**src/rtl/hsf_pkg.sv**
```systemverilog
package hsf_pkg;

    localparam int KEY_W      = 32;
    localparam int HASH_W     = 9;
    localparam int SLOT_W     = 3;
    localparam int SLOTS_USED = 6;
    localparam int TABLES     = 2;
    localparam int TBL_W      = $clog2(TABLES);
    localparam int PHYS_W     = TBL_W + HASH_W + SLOT_W;
    localparam int LIDX_W     = PHYS_W;
    localparam int CTRL_W     = 32;
    localparam int ALG_BASE   = 2;
    localparam int VALID_BIT  = 31;
    localparam int KIND_LO    = 29;

    typedef enum logic [1:0] {
        RK_V4_UC = 2'd0,
        RK_V4_MC = 2'd1,
        RK_V6_UC = 2'd2,
        RK_V6_MC = 2'd3
    } route_kind_e;

    typedef enum logic [1:0] {
        SQ_IDLE = 2'd0,
        SQ_READ = 2'd1,
        SQ_EVAL = 2'd2
    } seq_state_e;

    typedef struct packed {
        logic [KEY_W-1:0]  key;
        route_kind_e       kind;
        logic              want_match;
        logic [TABLES-1:0] alg;
    } lookup_req_t;

    function automatic logic [SLOT_W-1:0] slot_step(route_kind_e k);
        return (k == RK_V4_UC || k == RK_V6_UC) ? SLOT_W'(1) : SLOT_W'(3);
    endfunction

    function automatic logic [PHYS_W-1:0] logical_to_phys(logic [LIDX_W-1:0] l);
        int unsigned v;
        v = (int'(l) / SLOTS_USED) * (1 << SLOT_W) + (int'(l) % SLOTS_USED);
        return PHYS_W'(v);
    endfunction

endpackage

```
**src/rtl/hs_hash.sv**
```systemverilog
module hs_hash
    import hsf_pkg::*;
#(
    parameter int KW = KEY_W,
    parameter int HW = HASH_W
) (
    input  logic [KW-1:0] key,
    input  logic          alg,
    output logic [HW-1:0] hash
);
    localparam int TOP_W = KW - 3*HW;
    localparam int SUM_W = HW + 2;

    logic [HW-1:0]    row0, row1, row2, row3;
    logic [HW-1:0]    xor_h, fold_h;
    logic [SUM_W-1:0] sum0;
    logic [HW:0]      sum1;
    logic [HW-1:0]    sum2;

    always_comb begin
        row0 = HW'(key[KW-1 -: TOP_W]);
        row1 = key[3*HW-1 -: HW];
        row2 = key[2*HW-1 -: HW];
        row3 = key[HW-1:0];
        xor_h = row0 ^ row1 ^ row2 ^ row3;
        sum0 = SUM_W'(row0) + SUM_W'(row1) + SUM_W'(row2);
        sum1 = (HW+1)'(sum0[HW-1:0]) + (HW+1)'(sum0[SUM_W-1:HW]);
        sum2 = sum1[HW-1:0] + HW'(sum1[HW]);
        fold_h = sum2 ^ row3;
        hash = alg ? fold_h : xor_h;
    end
endmodule

```
**src/rtl/hs_index_map.sv**
```systemverilog
module hs_index_map
    import hsf_pkg::*;
#(
    parameter int PW = PHYS_W,
    parameter int SW = SLOT_W,
    parameter int SU = SLOTS_USED,
    parameter int LW = LIDX_W
) (
    input  logic [PW-1:0] phys,
    output logic [LW-1:0] logical
);
    always_comb begin
        logical = LW'(phys[PW-1:SW]) * LW'(SU) + LW'(phys[SW-1:0]);
    end
endmodule

```
**src/rtl/hs_probe_seq.sv**
```systemverilog
module hs_probe_seq
    import hsf_pkg::*;
#(
    parameter int SW = SLOT_W,
    parameter int SU = SLOTS_USED,
    parameter int NT = TABLES,
    parameter int TW = TBL_W
) (
    input  logic          clk,
    input  logic          rst,
    input  logic          start,
    input  logic [SW-1:0] step,
    input  logic          hit,
    output logic          busy,
    output logic          rd_en,
    output logic [TW-1:0] tbl,
    output logic [SW-1:0] slot,
    output logic          take_hit,
    output logic          done,
    output logic          found
);
    seq_state_e    state;
    logic [TW-1:0] tbl_q;
    logic [SW-1:0] slot_q;
    logic          slot_last, tbl_last;

    always_comb begin
        slot_last = ((SW+1)'(slot_q) + (SW+1)'(step)) >= (SW+1)'(SU);
        tbl_last  = (tbl_q == TW'(NT-1));
        busy      = (state != SQ_IDLE);
        rd_en     = (state == SQ_READ);
        take_hit  = (state == SQ_EVAL) && hit;
        tbl       = tbl_q;
        slot      = slot_q;
    end

    always_ff @(posedge clk) begin
        if (rst) begin
            state  <= SQ_IDLE;
            tbl_q  <= '0;
            slot_q <= '0;
            done   <= 1'b0;
            found  <= 1'b0;
        end else begin
            done  <= 1'b0;
            found <= 1'b0;
            case (state)
                SQ_IDLE: if (start) begin
                    tbl_q  <= '0;
                    slot_q <= '0;
                    state  <= SQ_READ;
                end
                SQ_READ: state <= SQ_EVAL;
                SQ_EVAL: begin
                    if (hit) begin
                        done  <= 1'b1;
                        found <= 1'b1;
                        state <= SQ_IDLE;
                    end else if (slot_last && tbl_last) begin
                        done  <= 1'b1;
                        state <= SQ_IDLE;
                    end else if (slot_last) begin
                        tbl_q  <= tbl_q + TW'(1);
                        slot_q <= '0;
                        state  <= SQ_READ;
                    end else begin
                        slot_q <= slot_q + step;
                        state  <= SQ_READ;
                    end
                end
                default: state <= SQ_IDLE;
            endcase
        end
    end

    // the unused bucket positions are never addressed
    p_slot_bound_r6: assert property (@(posedge clk) disable iff (rst)
        rd_en |-> (int'(slot) < SU));

    // one read strobe per probe, followed by an evaluation cycle
    p_rd_single_r11: assert property (@(posedge clk) disable iff (rst)
        rd_en |=> !rd_en);

    // done is a single-cycle pulse
    p_done_pulse_r11: assert property (@(posedge clk) disable iff (rst)
        done |=> !done);

    // sub-table order never goes backwards within a search
    p_table_order_r5: assert property (@(posedge clk) disable iff (rst)
        (busy && $past(busy)) |-> (tbl >= $past(tbl)));

    // found is only reported together with done
    p_found_with_done_r10: assert property (@(posedge clk) disable iff (rst)
        found |-> done);
endmodule

```
**src/rtl/host_slot_finder.sv**
```systemverilog
module host_slot_finder
    import hsf_pkg::*;
(
    input  logic              clk,
    input  logic              rst,
    input  logic              start_i,
    input  logic [KEY_W-1:0]  key_i,
    input  logic [1:0]        kind_i,
    input  logic              match_mode_i,
    input  logic [CTRL_W-1:0] tbl_ctrl_i,
    output logic              mem_rd_en_o,
    output logic [PHYS_W-1:0] mem_rd_addr_o,
    input  logic [31:0]       mem_word0_i,
    input  logic [31:0]       mem_word4_i,
    output logic              busy_o,
    output logic              done_o,
    output logic              found_o,
    output logic [LIDX_W-1:0] index_o
);
    lookup_req_t       req_q;
    logic              busy, take_hit, entry_hit;
    logic [TBL_W-1:0]  tbl;
    logic [SLOT_W-1:0] slot;
    logic [HASH_W-1:0] hash_arr [TABLES];
    logic [PHYS_W-1:0] phys;
    logic [LIDX_W-1:0] logical, index_q;
    logic              unused_bits;

    assign unused_bits = ^{tbl_ctrl_i, mem_word0_i[KIND_LO-1:0]};

    always_ff @(posedge clk) begin
        if (rst) begin
            req_q <= '0;
        end else if (start_i && !busy) begin
            req_q.key        <= key_i;
            req_q.kind       <= route_kind_e'(kind_i);
            req_q.want_match <= match_mode_i;
            for (int t = 0; t < TABLES; t++) begin
                req_q.alg[t] <= tbl_ctrl_i[ALG_BASE + t];
            end
        end
    end

    for (genvar g = 0; g < TABLES; g++) begin : g_hash
        hs_hash #(.KW(KEY_W), .HW(HASH_W)) u_hash (
            .key  (req_q.key),
            .alg  (req_q.alg[g]),
            .hash (hash_arr[g])
        );
    end

    always_comb begin
        phys = {tbl, hash_arr[tbl], slot};
        if (req_q.want_match) begin
            entry_hit = mem_word0_i[VALID_BIT]
                     && (mem_word0_i[KIND_LO+1:KIND_LO] == RK_V4_UC)
                     && (mem_word4_i == req_q.key);
        end else begin
            entry_hit = !mem_word0_i[VALID_BIT];
        end
    end

    hs_probe_seq #(.SW(SLOT_W), .SU(SLOTS_USED), .NT(TABLES), .TW(TBL_W)) u_seq (
        .clk      (clk),
        .rst      (rst),
        .start    (start_i),
        .step     (slot_step(req_q.kind)),
        .hit      (entry_hit),
        .busy     (busy),
        .rd_en    (mem_rd_en_o),
        .tbl      (tbl),
        .slot     (slot),
        .take_hit (take_hit),
        .done     (done_o),
        .found    (found_o)
    );

    hs_index_map #(.PW(PHYS_W), .SW(SLOT_W), .SU(SLOTS_USED), .LW(LIDX_W)) u_map (
        .phys    (phys),
        .logical (logical)
    );

    always_ff @(posedge clk) begin
        if (rst)           index_q <= '0;
        else if (take_hit) index_q <= logical;
    end

    assign index_o       = index_q;
    assign busy_o        = busy;
    assign mem_rd_addr_o = phys;

    // reported index maps back to the winning probe address
    p_index_roundtrip_r9: assert property (@(posedge clk) disable iff (rst)
        (done_o && found_o) |-> (logical_to_phys(index_o) == $past(phys)));

    // request held while a search runs, whatever start does
    p_start_ignored_r12: assert property (@(posedge clk) disable iff (rst)
        (busy && start_i) |=> $stable(req_q));
endmodule

```
**config.mk**
```make
export PLATFORM = sky130hd
export DESIGN_NAME = host_slot_finder
export DESIGN_NICKNAME = d
export VERILOG_FILES = /design/src/rtl/hsf_pkg.sv /design/src/rtl/hs_hash.sv /design/src/rtl/hs_index_map.sv /design/src/rtl/hs_probe_seq.sv /design/src/rtl/host_slot_finder.sv
export SDC_FILE = /design/constraint.sdc
export NUM_CORES = 1
export LEC_CHECK = 0
export BUFFER_PORTS_ARGS = -buffer_cell sky130_fd_sc_hd__buf_2
export CORE_UTILIZATION = 35
export CTS_CLUSTER_SIZE = 12
export DETAILED_ROUTE_END_ITERATION = 8
export GPL_TIMING_DRIVEN = 0
export HOLD_SLACK_MARGIN = 0.12
export PLACE_DENSITY = 0.63
export SYNTH_ARGS = -nofsm -noshare
export SYNTH_HDL_FRONTEND = slang
export SYNTH_HIERARCHICAL = 1
export SYNTH_SLANG_ARGS = --single-unit
```
**constraint.sdc**
```tcl
create_clock -name clk -period 14.1 [get_ports clk]
set_input_delay 3.525 -clock clk [delete_from_list [all_inputs] [get_ports clk]]
set_output_delay 3.525 -clock clk [all_outputs]
set_load 0.01 [all_outputs]
```
=== Yosys cells after proc, flatten, opt, wreduce, memory -nomap -nowiden ===
Index checks and enable logic that the tools add are counted.

* $add $sub $neg: 8
* $mul: 1
* Div/mod/pow operators: 0
* Order comparisons: 2
* Eq/ne operators: 8
* Shift operators: 0
* Multiplexer cells: 24
* Bitwise gates (word level): 6
* Reduce and logical (&&, ||, !) cells: 16

{| class="wikitable"
|+ Operators by type and width
! kind !! number
|-
| 9-bit two-way mux || 5
|-
| 32-bit == test || 1
|-
| 9-bit bitwise XOR || 3
|-
| 13-bit by 3-bit adder with 13-bit output || 1
|-
| 10-bit by 2-bit multiplier with 12-bit output, second input constant || 1
|-
| 3-bit two-way mux || 4
|-
| 11-bit by 9-bit adder with 11-bit output || 1
|-
| 5-bit by 9-bit adder with 10-bit output || 1
|-
| 9-bit by 2-bit adder with 10-bit output || 1
|-
| 9-bit by 1-bit adder with 9-bit output || 1
|-
| 1-bit two-way mux || 9
|-
| 5-bit by 9-bit bitwise XOR with 9-bit output || 1
|-
| 2-bit zero test || 3
|-
| 2-bit two-way mux || 3
|-
| 2-bit inequality test, second input constant || 3
|-
| 2-bit case mux with 3 select lines || 1
|-
| 3-bit case mux with 2 select lines || 1
|-
| 1-bit logical AND || 5
|-
| 5-bit AND reduction || 1
|-
| 3-bit by 2-bit adder with 4-bit output || 1
|-
| 2-bit == test, second input constant || 2
|-
| 4-bit by 3-bit >= comparator with 1-bit output, second input constant || 1
|-
| 4-bit AND reduction || 1
|-
| 2-bit nonzero test || 2
|-
| other kinds (11) || 12
|}

* Bits in registers: 58
* Bits in latches: 0
* Memory bits (writable): 0
* Bits in read-only memories: 0
* Input bits: 134
* Output and inout bits: 30
* Logic and storage cells: 75
* Memories kept: 0

=== Depth between registers and ports, before layout ===
Gate-level depths: netlist of the first run.

* Depth in word-level cells: 11
* Gate-level depth with buffers: 36
* Mapped depth without buffers: 34

=== Hierarchy ===
Netlist of the first run, hierarchy kept.

{| class="wikitable"
|+ By module, submodules not included
! module !! instances !! cells each !! area an instance (µm²) !! seq. area each (µm²)
|-
| host_slot_finder || 1 || 261 || 2,189.6 || 980.9
|-
| hs_hash (g_hash[0].u_hash) || 1 || 135 || 1,149.9 || 0.0
|-
| hs_hash (g_hash[1].u_hash) || 1 || 115 || 949.7 || 0.0
|-
| hs_index_map || 1 || 85 || 739.5 || 0.0
|-
| hs_probe_seq || 1 || 38 || 436.7 || 160.2
|}

=== Worst setup path before layout of the first run ===
OpenSTA, ideal clock, no wires.

* Path type: reg2out
* Start: reg req_q[15] (netlist name)
* End: out mem_rd_addr_o[11]
* Data arrival time: 5,044 ps
* Required time: 10,575 ps
* Path slack: 5,531 ps
* Cell stages (with the launch flop): 25
* Path buffers: 0
* Cells stage by stage: dfxtp_1 > inv_1 > fa_1 > inv_1 > ha_1 > fa_1 > a211oi_1 > o21bai_1 > a21oi_1 > o21ai_0 > a21oi_1 > xnor2_1 > ha_1 > a21o_1 > and3_1 > and3_2 > ha_1 > ha_1 > nand2_1 > o31ai_1 > inv_1 > or4_1 > a31oi_1 > xor2_1 > mux2_2

{| class="wikitable"
|+ RTL lines
! what !! RTL line !! source
|-
| to (decl) || host_slot_finder.sv:12 || <nowiki>output logic [PHYS_W-1:0] mem_rd_addr_o,</nowiki>
|}

==> key figures, run 1 <==
Outcome
  – Run status: finished clean

STA
  – Count of endpoints failing hold in the final timing report: 0
  – Timing-limited maximum frequency: 103.2 MHz
  – Final worst-path setup slack: approximately 4.4 ns
  – Largest clock skew in the final design: roughly 0.013 ns
  – Final period demand of the worst path: 9.688 ns
  – Final Max Slew Viols: 0
  – Slew of the pin with the lowest slew margin: 0.7823 ns
  – Final Setup Violations: 0
  – Worst rel slew slack: 0.4729
  – Period utilization: 0.6871
  – Final-layout setup total negative slack: 0 ns
  – Setup repair after global routing missed its margin: no

CTS
  – Clock latency on the worst-skew pair: about 0.33 ns
  – Post-CTS Setup Inserts: 0
  – Count of H-tree levels built during CTS: 3
  – Clk root buf: clkbuf_16
  – Clock slew at the register clock pins of the worst setup and hold paths: ~0.060 ns
  – Maximum clock path buffer count: 2
  – CTS tree: yes
  – # hold bufs at CTS: 0
  – CTS Buf Count: 9
  – Gates resized, CTS repair: 0
  – Clk sink count: 57

Final layout
  – Layout-stage area growth over the synthesis result: 19.35%
  – NumNets Final: ~950
  – Antenna diode count: 0
  – Proportion of layout cells with a drive suffix above 1: 0.2324

Pwr
  – Max VDD drop: 60.47 uV
  – Pleak: a little under 0.003 uW
  – Total power density per cell area: between 100 and 150 nW/um^2

Logic synthesis
  – Most used flip-flop cell after synthesis: dfxtp_1
  – Number of enable flip-flop cells after synthesis: 0
  – Area fraction of the dominant cell type after synthesis: 0.2088
  – Sequential cell area fraction in the yosys report: 0.2088
  – Synthesized net count: approximately 830
  – Cell accounting for the most synthesized area: dfxtp_1
  – Area contributors post-synth: dfxtp_1 (21%), ha_1 (11%), xnor2_1 (8.8%)
  – Yosys Warn Count: 6
  – Cell variety after synth: between 70 and 80
  – Instance count of the mapped netlist: 634
  – Number of flip-flops and latches in the synthesized netlist: 57
  – Ys async rst share: 0
  – Post-synthesis cell area: 5465 um^2
  – Average cell area after synthesis: ~8.6 um^2

Place
  – Port buffer count: between 100 and 150
  – Gp weighted congestion: approximately 0.84
  – Detailed placer's ending HPWL: around 12000 um
  – Placement-stage worst setup slack: 4.834 ns

Critical path
  – Crit path max fanout: 5
  – Endpoint arrival time on the critical path: 6.16 ns
  – Critical path class: reg2out
  – Critical path capture point type: output pin
  – WP data required: around 11 ns
  – Startpoint class of the critical path: flop

Global routing
  – Total global routing overflow: 0
  – Antenna violations before repair: 0
  – Largest net degree at the start of global routing: 12
  – Vias in the first global route: ~4.6k
  – Aggregate global-route resource usage: 0.1843
  – Wire length of the first global-routing pass: 23200 um

Flow run
  – Number of maximum-capacitance constraint violations: 0

Floorplanning
  – Starting Density: 0.3595
  – Row cnt: 45
  – Area enclosed by the die boundary: 16120 um^2
  – Die span in x: 127.0 um
  – Area of the core: ~15000 um^2
  – # IOs: 164
  – DIE HEIGHT: between 100 and 150 um

Route
  – Detailed-route vias per instance: approximately 5.0
  – Post-detailed-route DRC marker count: 0
  – First DRT Iteration DRCs: 149
  – Routed length per instance: about 15 um
  – TritonRoute pass-1 iters: 4
  – Count of vias placed by the detailed router: ~4.7k
  – Post-Route WL: between 10000 and 15000 um
  – Remaining antenna violation count after routing: 0

Worst hold path
  – Path type of the worst min-delay path: reg2reg
[layout by cell type, fill, tap and decap left out, types with 10 or more instances in the layout]
master   Yosys  layout
buf_2       11     114
nand2_1     84      84
a21oi_1     61      61
dfxtp_1     57      57
xnor2_1     55      55
ha_1        48      48
xor2_1      30      30
nor2_1      30      30
mux2i_1     26      26
inv_1       23      23
nand3_1     17      17
fa_1        17      17
nand4_1     12      12
mux2_2      10      10
[sequential cells by signal (all words and copies together) (netlist names)]
signal and cells:
u_seq/slot 3, u_seq/done 1, u_seq/tbl 1, index_o 13, u_seq/found 1, u_seq/state 2
req_q 36
[stage by stage]
step	power, uW	cells	util	cell area (um^2)	hold WS (ns)
6_report	697.0	941	0.4291	6523	0.4649
5_1_grt	742.5	941	0.4291	6523	0.4956
4_1_cts	702.0	941	0.4291	6523	0.4635
3_5_place_dp	478.9	925	0.4089	6216	0.4513
3_3_place_gp	476.7	925	0.4089	6216	0.4499
2_1_floorplan	407.7	634	-	5465	0.4351
[critical path, cell delays in order (launching register included)]
cell	delay [ns]
dfxtp_1	0.41
inv_1	0.09
fa_1	0.53
inv_1	0.05
ha_1	0.22
fa_1	0.41
a211oi_1	0.33
o21bai_1	0.12
a21oi_1	0.23
o21ai_0	0.12
a21oi_1	0.18
xnor2_1	0.20
ha_1	0.24
a21o_1	0.14
and3_1	0.22
and3_2	0.21
ha_1	0.18
ha_1	0.18
nand2_1	0.06
o31ai_1	0.43
inv_1	0.11
or4_1	0.40
a31oi_1	0.20
xor2_1	0.09
mux2_2	0.32
buf_2	0.16
[synthesized netlist by cell type, types with 3 or more instances]
library cell  instances
a2111oi_0             3
nor2b_1               5
o21ai_0               8
dfxtp_1              57
a21o_1                9
fa_1                 17
xnor2_1              55
mux2_2               10
nand2_1              84
o211ai_1              3
xor2_1               30
a31oi_1               3
a21oi_1              61
o21a_1                3
mux2i_1              26
nand2b_1              8
and3_2                3
a21o_2                3
o31ai_1               3
nor2_1               30
and3_1                8
nor3_1                9
inv_1                23
nor4_1                3
buf_4                 5
o21bai_1              7
ha_1                 48
buf_2                11
nor3b_1               3
nand4_1              12
nand3b_1              5
a22o_1                3
nand3_1              17
clkbuf_1              8
[kinds of logic after synthesis]
kind of cell             count (synthesis)  synth area share
AO/OA/AOI/OAI                          124            0.1520
AND/OR/NAND/NOR                        211            0.2044
buffers and inverters                   49           0.04098
adder cells (fa/ha/maj)                 65            0.1722
XOR/XNOR                                89            0.1493
other                                    2          0.001374
flip-flops                              57            0.2088
multiplexers                            37           0.07097
[per-layer routing]
layer  global-route usage  share of wire  routed length, um  up-vias
met5                    0              0                  0        -
met4              0.05462          0.013                188        0
met3              0.02278          0.043                604       10
met2               0.3293           0.48               6739      111
met1               0.2307           0.46               6526     2159
li1                     -              -                  -     2454
[cell type report]
cell class              instances  area (um^2)
well taps                     188        235.2
multi-input cells             528         4100
clock buffers                  10        239.0
plain buffers                  26        137.6
clock inverters                 6        67.56
repair buffers                103        515.5
fillers                      1579         8680
inverters                      23        86.33
flip-flops and latches         57         1141
[path summary, 6_finish.rpt]
kind | start | end | slack [ns] | cells after the start
worst max-delay path | req_q[15]$_SDFFE_PP0P_ | mem_rd_addr_o[11] | 4.41 | 25
worst min-delay path | req_q[3]$_SDFFE_PP0P_ | req_q[3]$_SDFFE_PP0P_ | 0.46 | 2
worst max register to register | req_q[15]$_SDFFE_PP0P_ | index_o[12]$_SDFFE_PP0P_ | 6.22 | 35
worst min register to register | req_q[3]$_SDFFE_PP0P_ | req_q[3]$_SDFFE_PP0P_ | 0.46 | 2
[power breakdown]
| group | switching (uW) | internal, uW |
|---|---|---|
| registers | 15.3 | 170 |
| clock network | 79.7 | 142 |
| logic | 162 | 128 |
Note: power is estimated with default switching activity, not from simulation.
==> run 2, diff against run 1 <==
Settings changed: ABC_AREA from default to 1, PLACE_DENSITY 0.63 to 0.64.
Clock period 14.1 ns to 7.8 ns, I/O delays scaled along.
==> run 2 against run 1 <==
Effect of this change:
- sequential cell count did not move
- sequential power is 84% higher
- die area up 14%
- power increased by 120%
- non-clock buffer count shrank 1
- hold slack got worse by 0.0078 ns
- register-to-register slack worse by 5.0 ns
- clock power up 94%
- setup slack worse by 4.0 ns
- highest routed layer unchanged
==> key figures, run 2 <==
Outcome
  – Run status: finished clean

Place
  – Port buffer count: 103
  – Placement-stage worst setup slack: 0.5129 ns
  – Detailed placer's ending HPWL: approximately 14000 um
  – Gp weighted congestion: around 0.86

Flow run
  – Number of maximum-capacitance constraint violations: 0

Route
  – Post-Route WL: approximately 17000 um
  – TritonRoute pass-1 iters: 4
  – Detailed-route vias per instance: 4.651
  – Post-detailed-route DRC marker count: 0
  – Remaining antenna violation count after routing: 0
  – Routed length per instance: roughly 13 um
  – First DRT Iteration DRCs: 298
  – Count of vias placed by the detailed router: ~5.9k

STA
  – Period utilization: 0.9524
  – Worst rel slew slack: 0.6630
  – Timing-limited maximum frequency: about 130 MHz
  – Final Setup Violations: 0
  – Fin Hold WS: between 0.4 and 0.5 ns
  – Setup repair after global routing missed its margin: no
  – Largest clock skew in the final design: ~0.006 ns
  – Final Max Slew Viols: 0
  – Count of endpoints failing hold in the final timing report: 0
  – Final period demand of the worst path: 7.428 ns
  – Final-layout setup total negative slack: 0 ns
  – Final worst-path setup slack: around 0.37 ns
  – Slew of the pin with the lowest slew margin: 0.5054 ns

Logic synthesis
  – Area fraction of the dominant cell type after synthesis: 0.1929
  – Average cell area after synthesis: approximately 6.7 um^2
  – Top cell types by occurrence after synthesis: nand2_1 (321), inv_1 (97), a21oi_1 (60)
  – Yosys Warn Count: 6
  – Synthesized net count: around 1.1k
  – Most used flip-flop cell after synthesis: dfxtp_1
  – Ys async rst share: 0
  – Cell variety after synth: 41
  – Cell accounting for the most synthesized area: nand2_1
  – Post-synthesis cell area: approximately 6200 um^2
  – Number of flip-flops and latches in the synthesized netlist: 57
  – Area contributors post-synth: nand2_1 (19%), dfxtp_1 (18%), ha_1 (9.6%)
  – Count leader, synth: nand2_1
  – Number of enable flip-flop cells after synthesis: 0
  – Instance count of the mapped netlist: slightly above 900
  – Sequential cell area fraction in the yosys report: 0.1827

CTS
  – CTS Buf Count: 9
  – Clk sink count: 57
  – Clk root buf: clkbuf_16
  – # hold bufs at CTS: 0
  – CTS tree: yes
  – Count of H-tree levels built during CTS: 3
  – Maximum clock path buffer count: 2
  – Clock latency on the worst-skew pair: roughly 0.32 ns
  – Clock slew at the register clock pins of the worst setup and hold paths: around 0.050 ns

Final layout
  – Most common cell after layout, fill and taps aside: nand2_1
  – Largest Register: req_q
  – Layout-stage area growth over the synthesis result: 18.69%
  – Final Util: 0.4272
  – Proportion of layout cells with a drive suffix above 1: 0.2555
  – Most frequent cells in the layout: nand2_1 (321), buf_2 (109), inv_1 (97)
  – Flip-flop count of the largest register after layout: 36
  – NumNets Final: 1248

Global routing
  – Antenna violations before repair: 0
  – Wire length of the first global-routing pass: around 27000 um
  – Vias in the first global route: 5637
  – Aggregate global-route resource usage: 0.1896
  – Largest net degree at the start of global routing: 11
  – Total global routing overflow: 0

Critical path
  – Most used cell along the critical path: nand2_1
  – WP data required: about 5.9 ns
  – Critical path capture point type: output pin
  – Critical path's slowest cell: fa_1
  – Startpoint class of the critical path: flop
  – Critical path class: reg2out
  – Endpoint arrival time on the critical path: between 5 and 6 ns
  – Crit path max fanout: 5
  – CP max stage delay: between 0.5 and 0.6 ns

Floorplanning
  – # IOs: between 150 and 200
  – Area enclosed by the die boundary: approximately 18000 um^2
  – DIE HEIGHT: 135.6 um
  – Row cnt: 48
  – Starting Density: 0.3599
  – Die span in x: 135.6 um
  – Area of the core: between 15000 and 20000 um^2

Pwr
  – Max VDD drop: between 100 and 150 uV
  – Total power density per cell area: 205.4 nW/um^2
  – Pleak: between 0.003 and 0.004 uW

Worst hold path
  – Path type of the worst min-delay path: reg2reg
==> run 2: layer usage <==
metal	wire length (um)	track usage	vias up
met5	0	0	-
met4	251	0.05431	0
met3	565	0.02656	16
met2	7781	0.3183	121
met1	8072	0.2506	2647
li1	-	-	3165
==> run 2: cell families after synthesis <==
kind of cell,share of synthesized area
AO/OA/AOI/OAI,0.08792
XOR/XNOR,0.07551
adder cells (fa/ha/maj),0.1506
buffers and inverters,0.09113
flip-flops,0.1827
multiplexers,0.01622
other,0.001202
AND/OR/NAND/NOR,0.3948
==> run 2: stage by stage <==
| step | power [uW] | cells | area [um^2] |
|---|---|---|---|
| 2_1_floorplan | 914.4 | 933 | 6247 |
| 5_1_grt | 1636 | 1278 | 7412 |
| 6_report | 1523 | 1279 | 7415 |
| 3_3_place_gp | 1085 | 1261 | 7044 |
| 3_5_place_dp | 1092 | 1261 | 7044 |
| 4_1_cts | 1528 | 1276 | 7375 |
==> run 2: layout make-up <==
cell class / count / area (um^2)
Tap cell: 225 / 281.5
Clock buffer: 13 / 270.3
Timing Repair Buffer: 105 / 530.5
Clock inverter: 2 / 60.06
Sequential cell: 57 / 1145
Antenna cell: 1 / 2.502
Buffer: 23 / 146.4
Inverter: 112 / 422.9
Multi-Input combinational cell: 741 / 4556
Fill cell: 1771 / 9942
==> run 2: report_power, final <==
group	switching, uW	internal (uW)	total, uW
sequential	30.0	312	342
combinational	466	286	752
clock	125	303	428
==> run 2: critical path: cells and delay by family, from the launching register on <==
family	cells	cell delay [ns]
muxes	1	0.33
and+or+nand+nor	21	2.01
xor gates and xnor gates	1	0.20
DFF	1	0.35
AOI/OAI and AO/OA	1	0.15
adders and majority gates	6	1.83
buffers and inverters	3	0.29
==> run 2: worst paths after layout <==
check	from	end	slack, ns	depth (start not counted)
setup / recovery	req_q[15]$_SDFFE_PP0P_	mem_rd_addr_o[11]	0.37	33
hold / removal	index_o[3]$_SDFFE_PP0P_	index_o[3]$_SDFFE_PP0P_	0.46	2
setup reg to reg	req_q[15]$_SDFFE_PP0P_	index_o[12]$_SDFFE_PP0P_	1.23	39
hold reg to reg	index_o[3]$_SDFFE_PP0P_	index_o[3]$_SDFFE_PP0P_	0.46	2
==> run 2: what timing repair did <==
| item | in CTS | in global routing |
|---|---|---|
| endpoints found under the setup margin | 0 | 5 |
| setup buffers | 0 | 2 |
| resized for setup | 0 | 10 |
==> run 3, diff against run 2 <==
Settings changed: REMOVE_ABC_BUFFERS from default to 1.
==> run 3 against run 2 <==
Effect of this change:
- die area unchanged
- routed wire length decreased by 2.3%
- via count decreased by 0.89%
- design area decreased by 0.62%
- highest routed layer unchanged
- power increased by 1.0%
- register-to-register slack got worse by 0.19 ns
- critical path type unchanged
- clock-buffer cell count decreased by 4
- largest power group unchanged
==> key figures, run 3 (synthesis gave the netlist of run 2 again) <==
Floorplanning
  – Area enclosed by the die boundary: ~18000 um^2
  – DIE HEIGHT: about 140 um
  – Row cnt: 48
  – Area of the core: approximately 17000 um^2
  – Die span in x: about 140 um
  – # IOs: 164
  – Starting Density: 0.3599

Route
  – Remaining antenna violation count after routing: 0
  – Routed length per instance: between 10 and 15 um
  – Post-Route WL: 16280 um
  – First DRT Iteration DRCs: 205
  – TritonRoute pass-1 iters: 4
  – Post-detailed-route DRC marker count: 0
  – Detailed-route vias per instance: 4.672
  – Count of vias placed by the detailed router: between 5k and 6k

Final layout
  – Most frequent cells in the layout: nand2_1 (321), buf_2 (103), inv_1 (97)
  – Flip-flop count of the largest register after layout: 36
  – Proportion of layout cells with a drive suffix above 1: 0.2584
  – Final Util: 0.4245
  – Count of placed standard cells in the final layout, fillers left out: about 1.3k
  – Layout-stage area growth over the synthesis result: 17.95%
  – Most common cell after layout, fill and taps aside: nand2_1
  – Largest Register: req_q
  – NumNets Final: 1231
  – Antenna diode count: 0

Place
  – Port buffer count: between 100 and 150
  – Gp weighted congestion: 0.9046
  – Placed Instances: around 1.2k
  – Detailed placer's ending HPWL: between 10000 and 15000 um
  – Placement-stage worst setup slack: 0.3729 ns

Critical path
  – Endpoint arrival time on the critical path: 5.57 ns
  – Critical path's slowest cell: fa_1
  – Critical path capture point type: output pin
  – Logic depth of the worst register-to-register path: 42
  – Startpoint class of the critical path: flop
  – WP depth: 29
  – WP buf/inv: 4
  – Critical path class: reg2out
  – CP max stage delay: between 0.5 and 0.6 ns
  – Most used cell along the critical path: nand2_1
  – Family with the most delay on the worst path: adder cells
  – FF-to-FF setup slack: about 1.0 ns
  – Crit path max fanout: 4
  – WP data required: 5.85 ns

Worst hold path
  – Number of cells traversed by the worst hold path: 2
  – Path type of the worst min-delay path: reg2reg

STA
  – Timing-limited maximum frequency: between 100 and 150 MHz
  – Final worst-path setup slack: about 0.28 ns
  – Final period demand of the worst path: ~7.5 ns
  – Count of endpoints failing hold in the final timing report: 0
  – Period utilization: 0.9641
  – Slew of the pin with the lowest slew margin: around 1.2 ns
  – Final Max Slew Viols: 0
  – Worst rel slew slack: 0.2083
  – Final Setup Violations: 0
  – Largest clock skew in the final design: 0.009439 ns
  – Fin Hold WS: approximately 0.46 ns
  – Final-layout setup total negative slack: 0 ns

Outcome
  – Run status: finished clean

Global routing
  – Largest net degree at the start of global routing: between 50 and 60
  – Wire length of the first global-routing pass: between 20000 and 30000 um
  – Antenna violations before repair: 0
  – Vias in the first global route: roughly 5.5k
  – Aggregate global-route resource usage: 0.1813
  – Total global routing overflow: 0

CTS
  – Maximum clock path buffer count: 2
  – CTS Buf Count: 9
  – Clock latency on the worst-skew pair: approximately 0.34 ns
  – Clock slew at the register clock pins of the worst setup and hold paths: roughly 0.06 ns
  – Clk root buf: clkbuf_16
  – Count of H-tree levels built during CTS: 3
  – # hold bufs at CTS: 0
  – CTS tree: yes
  – Clk sink count: 57

Flow run
  – Number of maximum-capacitance constraint violations: 0

Pwr
  – Total power density per cell area: approximately 210 nW/um^2
  – Max VDD drop: 105.6 uV
  – Pleak: approximately 0.0037 uW
==> run 3: changes by cell type in the layout (fill, tap and decap cells not counted), sizes merged <==
cell | previous run | this run
bufinv | 2 | 3
clkinv | 2 | 5
clkbuf | 19 | 9
inv | 110 | 111
buf | 122 | 111
diode | 1 | 0
==> run 3: final timing paths <==
| path | start | endpoint |
|---|---|---|
| setup / recovery | req_q[15]$_SDFFE_PP0P_ | mem_rd_addr_o[7] |
| hold / removal | index_o[11]$_SDFFE_PP0P_ | index_o[11]$_SDFFE_PP0P_ |
| setup reg to reg | req_q[15]$_SDFFE_PP0P_ | index_o[10]$_SDFFE_PP0P_ |
| hold reg to reg | index_o[11]$_SDFFE_PP0P_ | index_o[11]$_SDFFE_PP0P_ |
==> run 3: metrics by stage <==
step / power, uW / area [um^2]
after floorplan: 893.7 / 6101
after detailed placement: 1058 / 6898
after global routing: 1647 / 7368
after global placement: 1046 / 6898
after CTS: 1545 / 7256
final: 1538 / 7368
==> run 3: area by class of cell <==
| cell class | instances | area [um^2] |
|---|---|---|
| flip-flops and latches | 57 | 1145 |
| repair buffers | 111 | 575.6 |
| clock inverters | 7 | 127.6 |
| inverters | 112 | 422.9 |
| multi-input cells | 741 | 4591 |
| well taps | 225 | 281.5 |
| fillers | 1809 | 9988 |
| clock buffers | 9 | 225.2 |
==> run 3: what timing repair did <==
item | in CTS | in global routing
buffers inserted | 0 | 8
gates resized for setup | 2 | 18
endpoints found under the hold margin | 0 | 0
endpoints found under the setup margin | 1 | 5
pin swaps | 1 | 14
cloned | 0 | 0
==> run 3: metal layers <==
| metal | vias to the layer above | share of wire | global-route usage |
|---|---|---|---|
| met5 | - | 0 | 0 |
| met4 | 0 | 0.025 | 0.07678 |
| met3 | 25 | 0.030 | 0.01758 |
| met2 | 110 | 0.46 | 0.3016 |
| met1 | 2617 | 0.49 | 0.2375 |
| li1 | 3144 | - | - |
==> run 3: worst register-to-register path, delay by kind of cell (launching register included) <==
kind                       cells  cell delay [ns]
adders and majority gates      7             2.19
muxes                          1             0.33
xor gates and xnor gates       3             0.51
AOI/OAI and AO/OA              3             0.65
and+or+nand+nor               24             2.31
DFF                            1             0.36
buffers and inverters          4             0.35
==> run 3: where the power goes <==
| group | switching, uW | internal [uW] |
|---|---|---|
| clock network | 160 | 316 |
| registers | 31.5 | 312 |
| logic | 448 | 271 |
